<file path="src/rtl/aux_pwm_pkg.sv">
package aux_pwm_pkg;

   // write target encoding: bit 1 picks the shadow, bit 0 picks compare
   typedef enum logic [1:0] {
      SEL_ACT_PER = 2'b00,
      SEL_ACT_CMP = 2'b01,
      SEL_SHD_PER = 2'b10,
      SEL_SHD_CMP = 2'b11
   } wr_sel_e;

   localparam int SLOT_PER  = 0;
   localparam int SLOT_CMP  = 1;
   localparam int NUM_SLOTS = 2;

endpackage

</file>
<file path="src/rtl/aux_pwm_tsc.sv">
module aux_pwm_tsc #(
   parameter int W = 32
) (
   input  logic         clk,
   input  logic         rst_n,
   input  logic         run_en,
   input  logic         pwm_en,
   input  logic [W-1:0] period,
   output logic [W-1:0] count_q,
   output logic [W-1:0] count_d,
   output logic         boundary
);

   localparam logic [W-1:0] ONE = W'(1);

   // a boundary only exists while counting in PWM mode
   assign boundary = run_en & pwm_en & (count_q == period);

   always_comb begin
      if (!run_en)
         count_d = count_q;
      else if (boundary)
         count_d = '0;
      else
         count_d = count_q + ONE;
   end

   always_ff @(posedge clk or negedge rst_n) begin
      if (!rst_n)
         count_q <= '0;
      else
         count_q <= count_d;
   end

endmodule

</file>
<file path="src/rtl/aux_pwm_slot.sv">
module aux_pwm_slot #(
   parameter int W    = 32,
   parameter int SLOT = 0
) (
   input  logic         clk,
   input  logic         rst_n,
   input  logic         pwm_en,
   input  logic         boundary,
   input  logic         wr_en,
   input  logic [1:0]   wr_sel,
   input  logic [W-1:0] wr_data,
   output logic [W-1:0] act_q,
   output logic [W-1:0] act_d,
   output logic [W-1:0] shd_q
);

   localparam logic SLOT_BIT = 1'(SLOT);

   logic         hit_act;
   logic         hit_shd;
   logic [W-1:0] shd_d;

   assign hit_act = wr_en & ~wr_sel[1] & (wr_sel[0] == SLOT_BIT);
   assign hit_shd = wr_en &  wr_sel[1] & (wr_sel[0] == SLOT_BIT);

   // working copy: a direct write wins, then the boundary refill, which
   // forwards a shadow write landing in the same cycle
   always_comb begin
      if (hit_act)
         act_d = wr_data;
      else if (boundary)
         act_d = hit_shd ? wr_data : shd_q;
      else
         act_d = act_q;
   end

   // shadow copy: its own write, or a mirror of a working write in PWM mode
   always_comb begin
      if (hit_shd)
         shd_d = wr_data;
      else if (hit_act && pwm_en)
         shd_d = wr_data;
      else
         shd_d = shd_q;
   end

   always_ff @(posedge clk or negedge rst_n) begin
      if (!rst_n) begin
         act_q <= '0;
         shd_q <= '0;
      end else begin
         act_q <= act_d;
         shd_q <= shd_d;
      end
   end

endmodule

</file>
<file path="src/rtl/aux_pwm_wave.sv">
module aux_pwm_wave #(
   parameter int W = 32
) (
   input  logic         clk,
   input  logic         rst_n,
   input  logic         pwm_en,
   input  logic [W-1:0] count_d,
   input  logic [W-1:0] cmp_d,
   output logic         pwm_q
);

   // evaluated on next-state values so the pin lines up with the count
   always_ff @(posedge clk or negedge rst_n) begin
      if (!rst_n)
         pwm_q <= 1'b0;
      else
         pwm_q <= pwm_en & (count_d < cmp_d);
   end

endmodule

</file>
<file path="src/rtl/aux_pwm_shadow.sv">
module aux_pwm_shadow #(
   parameter int W = 32
) (
   input  logic         clk,
   input  logic         rst_n,
   input  logic         run_en,
   input  logic         pwm_en,
   input  logic         wr_en,
   input  logic [1:0]   wr_sel,
   input  logic [W-1:0] wr_data,
   output logic [W-1:0] tsc_o,
   output logic         pwm_o
);

   import aux_pwm_pkg::*;

   if (W < 2 || W > 64) begin : g_w_bad
      $error("aux_pwm_shadow: W must lie in 2..64");
   end

   logic [NUM_SLOTS-1:0][W-1:0] act_q;
   logic [NUM_SLOTS-1:0][W-1:0] act_d;
   logic [NUM_SLOTS-1:0][W-1:0] shd_q;
   logic [W-1:0]                count_q;
   logic [W-1:0]                count_d;
   logic                        boundary;

   aux_pwm_tsc #(.W(W)) u_tsc (
      .clk      (clk),
      .rst_n    (rst_n),
      .run_en   (run_en),
      .pwm_en   (pwm_en),
      .period   (act_q[SLOT_PER]),
      .count_q  (count_q),
      .count_d  (count_d),
      .boundary (boundary)
   );

   for (genvar s = 0; s < NUM_SLOTS; s++) begin : g_slot
      aux_pwm_slot #(.W(W), .SLOT(s)) u_slot (
         .clk      (clk),
         .rst_n    (rst_n),
         .pwm_en   (pwm_en),
         .boundary (boundary),
         .wr_en    (wr_en),
         .wr_sel   (wr_sel),
         .wr_data  (wr_data),
         .act_q    (act_q[s]),
         .act_d    (act_d[s]),
         .shd_q    (shd_q[s])
      );
   end

   aux_pwm_wave #(.W(W)) u_wave (
      .clk     (clk),
      .rst_n   (rst_n),
      .pwm_en  (pwm_en),
      .count_d (count_d),
      .cmp_d   (act_d[SLOT_CMP]),
      .pwm_q   (pwm_o)
   );

   assign tsc_o = count_q;

endmodule

</file>
<file path="config.mk">
export PLATFORM = sky130hd
export DESIGN_NAME = aux_pwm_shadow
export DESIGN_NICKNAME = d
export VERILOG_FILES = /design/src/rtl/aux_pwm_pkg.sv /design/src/rtl/aux_pwm_tsc.sv /design/src/rtl/aux_pwm_slot.sv /design/src/rtl/aux_pwm_wave.sv /design/src/rtl/aux_pwm_shadow.sv
export SDC_FILE = /design/constraint.sdc
export NUM_CORES = 1
export LEC_CHECK = 0
export ABC_AREA = 0
export BUFFER_PORTS_ARGS = -buffer_cell sky130_fd_sc_hd__clkbuf_2
export CORE_ASPECT_RATIO = 0.5
export CORE_MARGIN = 5
export CORE_UTILIZATION = 35
export CTS_BUF_LIST = sky130_fd_sc_hd__clkbuf_4
export DETAILED_ROUTE_END_ITERATION = 10
export GPL_TIMING_DRIVEN = 0
export MAX_ROUTING_LAYER = met4
export SLEW_MARGIN = 20
export SYNTH_ARGS = -nofsm -noshare
export SYNTH_HDL_FRONTEND = slang
export SYNTH_HIERARCHICAL = 1
export SYNTH_SLANG_ARGS = --single-unit
</file>
<file path="constraint.sdc">
create_clock -name clk -period 3.73 [get_ports clk]
set_clock_uncertainty 0.05 [all_clocks]
set_input_delay 0.373 -clock clk [delete_from_list [all_inputs] [get_ports clk]]
set_output_delay 0.373 -clock clk [all_outputs]
set_load 0.01 [all_outputs]
</file>
==> results.md, run 1 <==
- Avg Inst Size Synth: 11.23 um2
- Failing checks: setup timing
- Synth unique cells: 49
- Rows: 42
- Worst Path Buf+Inv: 3
- Combinational Power Share: 27.0%
- Share of cells above drive strength 1: 30.43%
- Clock Sinks: 161
- Wirelength, routed: 24,210 um
- Crit Path Class: reg2reg
- Initial Util: 35.23%
- Largest net degree at the start of global routing: 85
- Critical path's largest stage delay: 0.44 ns
- Cell family contributing the most delay on the critical path: compound AO/OA/AOI/OAI gates
- RePlAce Congestion: 0.9095
- Final hold slack: 0.04924 ns
- Ys flop type: dfrtp_1
- Initial antenna violation count: 1
- Worst setup margin: -0.2548 ns
- Max_cap viols: 0
- Max Root-Sink Buffers: 2
- Clock power frac: 27.8%
- Cells after Synth: 821
- Detailed Place HPWL: 17,410 um
- DRC viols: 0
- Core Footprint: 26,170 um2
- Clk Latency, worst-skew pair: 0.58 ns
- Worst EP required: 4.17 ns
- Final slew viol count: 0
- P&R area growth vs syn: 17.86%
- Worst r2r src: u_tsc/count_q[24]$_DFF_PN0_
- H-tree level count: 4
- Die ar.: 29,880 um2
- Synth Register Bits: 161
- Synthesis Warnings: 6
- First-pass GRT wire length: 38,780 um
- Leakage: 5.266 nW
- Setup crit start kind: register
- Hold wc startpoint: wr_data[6]
- Max Fclk: 251.0 MHz
- WL per Instance: 18.54 um
- Grt ovf: 0
- Slowest cell on crit path: dfrtp_1
- Worst-Margin Slew: 0.9230 ns
- Place WS: -0.6772 ns
- Final instance area: 10,870 um2
- EDFF count, synth: 0
- Die height: 124.8 um
- Final ANT Viol Nets: 0
- Buffers added on ports: 70
- RSZ-0062 raised after global routing: yes
- Worst setup path start: u_tsc/count_q[24]$_DFF_PN0_
- Reg2reg path depth: 16
- Power Total: 0.004884 W
- 1st-pass router iterations: 5
- Levels on crit path: 16
- Crit share post-route: 106.8%
- Worst-path fanout max: 9
- Die X: 239.5 um
- Tot GR Track Use: 17.06%
- Outcome: complete, but fails checks
- Via Count: 6,623
- Endpoints failing hold: 0
- Slew margin rel.: 38.47%
- VDD IR-drop max: 183.4 uV
- CTS tree: done
- Clock Root Buffer: clkbuf_4
- Sequential fraction of the synthesis area: 43.70%
- Sw frac: 31.95%
- CP Capture Type: register
- Min-Delay Path Class: in2reg
- Critical path cell sequence: xor2_1, nor4_2, nand3_1, nor4_2, and4b_2, buf_6, nor2b_4, buf_12, a221oi_4, inv_1, ha_1, a211o_1, a31oi_4, o311ai_4, a211o_1, a211oi_2
- Mapped Area: 9219 um2
- Final Core Density: 41.52%
- Reg power frac: 45.2%
- Drt first-iter violations: 539
- Sw power: 0.001561 W
- Int Pwr: 0.003324 W
- Critical path arrival: 4.43 ns
- Number of global-route vias before repair: 6,862
- Async S/R FF share, synth: 100.0%
- Num CTS Buffers: 17
- Final-stage net count: 1,014
- P per Cell Area: 449.5 nW/um2
- Routed vias/inst: 5.071
- Syn_nets: 892
- Final setup violation count: 1
- Hold path cells: 2
- Clock slew at reported path FFs: 0.14 ns
- DP Area: 10,060 um2
- # IOs: 72
- Min Tclk post-route: 3.985 ns
[cells in the mapped netlist, drive strengths merged, types with 4 or more instances]
master	number	area (um2)
nor4	19	167.7
nand3	16	80.08
xnor2	10	87.58
nor3	5	36.29
mux2	64	720.7
inv	103	386.6
nor2	105	446.7
a221oi	64	935.9
ha	32	400.4
xor2	53	464.2
dfrtp	161	4029
buf	29	212.7
o21ai	4	20.02
and3	4	25.02
nand4	21	167.7
mux2i	63	630.6
nand2	19	73.82
clkbuf	10	37.54
a21oi	11	55.05
[power groups by stage]
stage / Combinational, W / Sequential (W) / Clock [W]
6_report: 0.00132 / 0.00221 / 0.00136
5_1_grt: 0.00144 / 0.00225 / 0.00148
4_1_cts: 0.00129 / 0.00220 / 0.00140
3_5_place_dp: 0.00114 / 0.00226 / 0
3_3_place_gp: 0.00110 / 0.00225 / 0
2_1_floorplan: 0.000770 / 0.00222 / 0
[registers in the layout (all words and copies together) (netlist names)]
| signal | flops |
|---|---|
| g_slot.u_slot/shd_q | 64 |
| g_slot.u_slot/act_q | 64 |
| u_tsc/count_q | 32 |
| u_wave/pwm_q | 1 |
[cell families (layout without fill, tap and decap cells)]
group	count (synthesis)	after routing	share of synthesized area, %
AOI/OAI and AO/OA	90	90	12.08
xor gates and xnor gates	63	63	5.985
adders and majority gates	32	32	4.343
buffers and inverters	142	274	6.908
DFF	161	161	43.70
muxes	127	127	14.66
other	0	1	0
and+or+nand+nor	206	206	12.32
[area by class of cell]
type	count	area (um2)
inverter	103	386.6
buffer	38	265.3
sequential	161	4038
clock buffer	18	135.1
tap	352	440.4
antenna	1	2.502
multi-input combinational	518	4679
timing repair buffer	104	681.9
clock inverter	11	236.5
fill	2500	15300
[path summary, 6_finish.rpt]
| check | slack [ns] | endpoint |
|---|---|---|
| setup / recovery | -0.25 | u_wave/pwm_q$_DFF_PN0_ |
| setup reg to reg | -0.25 | u_wave/pwm_q$_DFF_PN0_ |
| hold reg to reg | 0.45 | g_slot[1].u_slot/shd_q[13]$_DFFE_PN0P_ |
| hold / removal | 0.05 | g_slot[1].u_slot/shd_q[6]$_DFFE_PN0P_ |
| max in group asynchronous | 2.43 | u_tsc/count_q[2]$_DFF_PN0_ |
| min in group asynchronous | 0.31 | g_slot[0].u_slot/shd_q[25]$_DFFE_PN0P_ |
[cells in the final DEF, fill, tap and decap left out, types with 21 or more instances in the layout]
master / n
a221oi_2: 58
clkbuf_2: 69
dfrtp_1: 154
ha_1: 31
inv_1: 102
mux2_1: 32
mux2_2: 32
mux2i_1: 63
nor2_1: 84
nor2_2: 21
xor2_1: 47
[layer usage]
| layer | GRT usage, % | up-vias | wire length (um) |
|---|---|---|---|
| li1 | - | 3141 | - |
| met1 | 22.24 | 3306 | 11250 |
| met2 | 26.56 | 136 | 11250 |
| met3 | 3.783 | 40 | 1057 |
| met4 | 5.498 | 0 | 653 |
| met5 | - | - | 0 |
[through the flow]
stage / std cells / TNS [ns]
2_1_floorplan: 821 / 0
5_1_grt: 1306 / -0.3479
4_1_cts: 1305 / -0.2304
3_3_place_gp: 1243 / -121.16
6_report: 1306 / -0.2548
3_5_place_dp: 1244 / -0.6772
[repair_timing]
action / 4_1_cts / 5_1_grt
setup buffers: 14 / 0
gates resized for setup: 19 / 7
endpoints found under the hold margin: 98 / 1
setup endpoints to repair: 1 / 1
hold buffers: 18 / 1
pin swaps: 11 / 1
Power figures use the tool's default switching activity.
==> run 2, diff against run 1 <==
BUFFER_PORTS_ARGS = -buffer_cell sky130_fd_sc_hd__buf_2   (was -buffer_cell sky130_fd_sc_hd__clkbuf_2)
==> results.md, run 2 (synthesized netlist as in run 1, its figures left out) <==
- Setup crit start kind: register
- Endpoints failing hold: 0
- Die height: 124.8 um
- CP Capture Type: register
- Outcome: complete, but fails checks
- Detailed Place HPWL: 17,500 um
- Worst-path fanout max: 6
- Combinational Power Share: 28.5%
- First-pass GRT wire length: 38,500 um
- Int Pwr: 0.002939 W
- Sw frac: 35.25%
- Buffers added on ports: 70
- DRC viols: 0
- Max Root-Sink Buffers: 2
- Clock Sinks: 161
- Share of cells above drive strength 1: 31.45%
- Grt ovf: 0
- H-tree level count: 4
- P per Cell Area: 425.8 nW/um2
- Slew margin rel.: 35.93%
- Power Total: 0.004539 W
- Initial antenna violation count: 3
- Non-Filler Instances: 1,293
- Max_cap viols: 0
- Leakage: 5.147 nW
- Placed cell count: 1,244
- Worst setup margin: -0.2496 ns
- Largest net degree at the start of global routing: 91
- P&R area growth vs syn: 15.65%
- # IOs: 72
- RSZ-0062 raised after global routing: yes
- Num CTS Buffers: 17
- Sw power: 0.001600 W
- Crit Path Class: reg2reg
- Clock slew at reported path FFs: 0.16 ns
- Worst EP required: 4.13 ns
- WL per Instance: 18.56 um
- Wirelength, routed: 23,990 um
- Core Footprint: 26,170 um2
- Routed vias/inst: 5.118
- Die X: 239.5 um
- Crit share post-route: 106.7%
- Die ar.: 29,880 um2
- Number of global-route vias before repair: 6,914
- Rows: 42
- Biggest regs: g_slot.u_slot/act_q: 64 flops, g_slot.u_slot/shd_q: 64 flops, u_tsc/count_q: 32 flops
- Worst-Margin Slew: 0.9611 ns
- VDD IR-drop max: 223.8 uV
- Most frequent cells in the layout: 153 x dfrtp_1, 102 x inv_1, 85 x buf_2
- Clock Root Buffer: clkbuf_4
- Initial Util: 35.23%
- Max Fclk: 251.3 MHz
- Final-stage net count: 997
- Clk Latency, worst-skew pair: 0.55 ns
- Min-Delay Path Class: in2reg
- RePlAce Congestion: 0.9138
- Drt first-iter violations: 512
- Critical path arrival: 4.38 ns
- Final setup violation count: 1
- Failing checks: setup timing
- Final slew viol count: 0
- Most common cell after layout, fill and taps aside: dfrtp_1
- Clock power frac: 22.5%
- Via Count: 6,617
- Final ANT Viol Nets: 0
- 1st-pass router iterations: 5
- CTS tree: done
- Reg power frac: 49.0%
- Place WS: -0.6850 ns
- Tot GR Track Use: 16.83%
- Min Tclk post-route: 3.980 ns
run 2: power groups by stage:
stage | combinational (W) | sequential, W | clock, W
global placement | 0.00110 | 0.00225 | 0
detailed placement | 0.00113 | 0.00226 | 0
CTS | 0.00125 | 0.00222 | 0.00106
floorplan | 0.000770 | 0.00222 | 0
finish | 0.00129 | 0.00222 | 0.00102
global route | 0.00142 | 0.00226 | 0.00113
run 2: path summary, 6_finish.rpt:
path / start / to / slack (ns) / depth (start not counted)
max: g_slot[0].u_slot/act_q[2]$_DFF_PN0_ / u_wave/pwm_q$_DFF_PN0_ / -0.25 / 15
min: wr_data[5] / g_slot[1].u_slot/shd_q[5]$_DFFE_PN0P_ / 0.05 / 2
max reg2reg: g_slot[0].u_slot/act_q[2]$_DFF_PN0_ / u_wave/pwm_q$_DFF_PN0_ / -0.25 / 15
min reg2reg: g_slot[1].u_slot/shd_q[19]$_DFFE_PN0P_ / g_slot[1].u_slot/shd_q[19]$_DFFE_PN0P_ / 0.46 / 1
max in group asynchronous: rst_n / g_slot[0].u_slot/act_q[2]$_DFF_PN0_ / 2.43 / 3
min in group asynchronous: rst_n / g_slot[1].u_slot/shd_q[23]$_DFFE_PN0P_ / 0.29 / 2
run 2: worst max-delay path, cell delays in order, from the launching register on:
cell	delay, ns
dfrtp_2	0.47
xor2_4	0.21
or4_4	0.54
nor4_2	0.15
and4b_2	0.30
buf_6	0.13
nor2b_4	0.05
buf_12	0.15
a221oi_4	0.28
inv_2	0.08
ha_4	0.23
a211o_1	0.29
a31oi_4	0.20
o311ai_4	0.15
a211o_1	0.34
a211oi_2	0.25
run 2: layout make-up:
| type | count | area (um2) |
|---|---|---|
| diodes | 3 | 7.507 |
| plain buffers | 38 | 271.5 |
| clock buffers | 18 | 135.1 |
| clock inverters | 13 | 130.1 |
| fillers | 2543 | 15510 |
| inverters | 103 | 386.6 |
| multi-input cells | 518 | 4737 |
| flip-flops and latches | 161 | 4039 |
| well taps | 352 | 440.4 |
| repair buffers | 87 | 514.2 |
run 2: timing repair:
item	4_1_cts	5_1_grt
gates resized for setup	24	11
endpoints found under the hold margin	71	0
gates cloned	0	0
setup buffers	11	4
setup endpoints to repair	1	1
pin swaps	15	7
hold buffers	1	0
run 2: layer usage:
| layer | GRT usage (%) | share of wire (%) | vias up |
|---|---|---|---|
| met1 | 22.10 | 46 | 3295 |
| met4 | 5.598 | 2.1 | 0 |
| met3 | 3.319 | 5.0 | 36 |
| li1 | - | - | 3124 |
| met5 | - | 0 | - |
| met2 | 26.25 | 47 | 162 |
run 2: per-stage QoR:
step                area (um2)  utilization, %  hold WS [ns]  TNS [ns]
floorplan                 9230               -       0.02741         0
global placement         10020           38.29        0.4237    -48.39
detailed placement       10060           38.43        0.3258   -0.6850
CTS                      10580           40.41    0.00006317   -0.3209
global route             10660           40.74    0.00004557   -0.3040
finish                   10660           40.74       0.05201   -0.2496
==> run 3, diff against run 2 <==
ABC_AREA = 1   (was 0)
==> results.md, run 3 <==
- Crit Path Class: reg2reg
- Mapped Area: 10,350 um2
- CP Capture Type: register
- RSZ-0062 raised after global routing: no
- Setup repair bufs after CTS: 0
- Setup TNS: 0 ns
- Via Count: 9,459
- Most common cell after layout, fill and taps aside: nand2_1
- Crit share post-route: 93.66%
- Outcome: finished, final reports clean
- Share of cells above drive strength 1: 14.28%
- P per Cell Area: 404.2 nW/um2
- Endpoints failing hold: 0
- Most frequent cells in the layout: 405 x nand2_1, 277 x inv_1, 160 x dfrtp_1
- Setup crit start kind: register
- Number of global-route vias before repair: 9,062
- Cells after Synth: 1,481
- Worst r2r src: u_tsc/count_q[12]$_DFF_PN0_
- Num CTS Buffers: 17
- DRC viols: 0
- Initial antenna violation count: 1
- Final ANT Viol Nets: 0
- First-pass GRT wire length: 51,070 um
- Multi-input logic area: 4866 um2
- Register area: 4030 um2
- Ys flop type: dfrtp_1
- Final setup violation count: 0
- Die height: 131.6 um
- Syn_nets: 1,552
- Final-stage net count: 1,676
- Clock Root Buffer: clkbuf_4
- Avg Inst Size Synth: 6.990 um2
- Synth unique cells: 35
- P&R area growth vs syn: 15.17%
- Biggest regs: g_slot.u_slot/act_q: 64 flops, g_slot.u_slot/shd_q: 64 flops, u_tsc/count_q: 32 flops
- Buffers added on ports: 71
- Largest net degree at the start of global routing: 65
- Final hold slack: 0.1628 ns
- Final Core Density: 41.02%
- Clock power frac: 23.5%
- Reg2reg path depth: 17
- 1st-pass router iterations: 5
- Clock slew at reported path FFs: 0.17 ns
- EDFF count, synth: 0
- Core Footprint: 29,070 um2
- Tot GR Track Use: 19.94%
- Max Root-Sink Buffers: 2
- Hold path cells: 4
- Final slew viol count: 0
- Max_cap viols: 0
- VDD IR-drop max: 175.2 uV
- Synth Register Bits: 161
- Max Fclk: 286.2 MHz
- Sw frac: 39.14%
- Detailed Place HPWL: 24,170 um
- # IOs: 72
- Worst EP required: 4.22 ns
- Initial Util: 35.61%
- Commonest cells in the synthesized netlist: 405 x nand2_1, 277 x inv_1, 161 x dfrtp_1, 144 x nor2_1, 110 x a21oi_1
- Async S/R FF share, synth: 100.0%
- Top cell type's share of synthesized area: 38.92%
- Synth area leader: dfrtp_1
- Sw power: 0.001886 W
- Fillers: 3,056
- Critical path arrival: 3.98 ns
- Min-Delay Path Class: in2reg
- WL per Instance: 15.83 um
- Combinational Power Share: 30.3%
- R2R setup slack: 0.24 ns
- Sequential fraction of the synthesis area: 38.92%
- Clk Latency, worst-skew pair: 0.61 ns
- Worst Hold Endpoint: u_tsc/count_q[0]$_DFF_PN0_
- RePlAce Congestion: 0.9353
- Synthesis Warnings: 6
- Grt ovf: 0
- Top-count cell post-synth: nand2_1
- Min Tclk post-route: 3.494 ns
- Worst R2R End: u_wave/pwm_q$_DFF_PN0_
- Clock Sinks: 161
- Worst-Margin Slew: 0.5543 ns
- Int Pwr: 0.002933 W
- Rows: 44
- Die X: 253.2 um
- Slew margin rel.: 63.04%
- Area contributors post-synth: dfrtp_1 39%, nand2_1 15%, inv_1 10%, a21oi_1 5.3%, nor2_1 5.2%
- Reg power frac: 46.2%
- H-tree level count: 4
- Die ar.: 33,330 um2
- Leakage: 6.530 nW
- Worst-path fanout max: 16
- Hold wc startpoint: run_en
- Routed vias/inst: 4.706
- Drt first-iter violations: 986
- CTS tree: done
- Wirelength, routed: 31,810 um
==> run 3: changes by cell type after synthesis, sizes merged, moves of 33 or more <==
| cell | change |
|---|---|
| a21oi | +100 |
| a221oi | -64 |
| mux2 | -64 |
| nor2 | +52 |
| o21ai | +76 |
| xor2 | -33 |
| inv | +179 |
| nand3 | +76 |
| mux2i | -63 |
| nand2 | +392 |
==> run 3: stage by stage <==
step / power, W / setup slack [ns] / cells / instance area, um2
after floorplan: 0.003192 / 0.8024 / 1481 / 10350
after global placement: 0.003647 / -0.4210 / 1943 / 11200
after detailed placement: 0.003673 / -0.1530 / 1945 / 11260
after CTS: 0.004833 / 0.03128 / 2010 / 11900
after global routing: 0.005163 / 0.01120 / 2010 / 11920
final: 0.004819 / 0.2363 / 2010 / 11920
==> run 3: logic make-up after synthesis <==
family	share of synthesized area, %
DFF	38.92
buffers and inverters	14.30
xor gates and xnor gates	2.369
and+or+nand+nor	29.62
AOI/OAI and AO/OA	10.93
adders and majority gates	3.867
==> run 3: power by group through the flow <==
stage,sequential [W],combinational [W],clock (W)
6_report,0.00223,0.00146,0.00113
5_1_grt,0.00226,0.00168,0.00122
4_1_cts,0.00222,0.00145,0.00116
3_5_place_dp,0.00226,0.00142,0
3_3_place_gp,0.00225,0.00139,0
2_1_floorplan,0.00221,0.000982,0
==> run 3: cell type report <==
| type | instances | area share [%] |
|---|---|---|
| diodes | 1 | 0.02099 |
| plain buffers | 61 | 3.589 |
| clock buffers | 17 | 1.070 |
| clock inverters | 15 | 1.427 |
| inverters | 282 | 8.878 |
| multi-input cells | 976 | 40.81 |
| flip-flops and latches | 161 | 33.80 |
| well taps | 391 | 4.103 |
| repair buffers | 106 | 6.297 |
==> run 3: worst max-delay path by stage <==
| stage | from | to | slack [ns] | cells past startpoint |
|---|---|---|---|---|
| final | u_tsc/count_q[12]$_DFF_PN0_ | u_wave/pwm_q$_DFF_PN0_ | 0.24 | 17 |
| after global routing | u_tsc/count_q[18]$_DFF_PN0_ | u_wave/pwm_q$_DFF_PN0_ | 0.01 | 20 |
| after CTS | u_tsc/count_q[12]$_DFF_PN0_ | u_wave/pwm_q$_DFF_PN0_ | 0.03 | 18 |
| after detailed placement | u_tsc/count_q[14]$_DFF_PN0_ | u_wave/pwm_q$_DFF_PN0_ | -0.15 | 18 |
| after global placement | rst_n | g_slot[0].u_slot/shd_q[18]$_DFFE_PN0P_ | -0.42 | 1 |
| after floorplan | u_tsc/count_q[18]$_DFF_PN0_ | u_wave/pwm_q$_DFF_PN0_ | 0.80 | 21 |
==> run 3: timing repair <==
action | 4_1_cts | 5_1_grt
hold buffers | 33 | 0
setup endpoints to repair | 1 | 1
cloned | 0 | 0
hold endpoints to repair | 185 | 0
gates resized for setup | 5 | 11
==> run 3: worst max-delay path, stage by stage, from the launching register on <==
cell     delay (ns)
dfrtp_1        0.48
xnor2_1        0.37
nand2_1        0.09
nor2_1         0.13
nand3_1        0.14
nor2_4         0.22
buf_6          0.24
buf_2          0.24
nand3_1        0.12
a21oi_2        0.24
inv_1          0.07
ha_1           0.30
a21oi_1        0.17
o21a_1         0.14
nor2_1         0.03
nor2_1         0.18
nand2_1        0.07
a21oi_1        0.13
==> run 3: per-layer routing <==
| layer | GRT usage [%] | share of wire (%) | vias up | wire, um |
|---|---|---|---|---|
| met4 | 4.584 | 1.4 | 0 | 448 |
| met3 | 3.160 | 5.6 | 32 | 1792 |
| li1 | - | - | 4829 | - |
| met5 | - | 0 | - | 0 |
| met1 | 28.27 | 49 | 4343 | 15490 |
| met2 | 30.16 | 44 | 255 | 14080 |
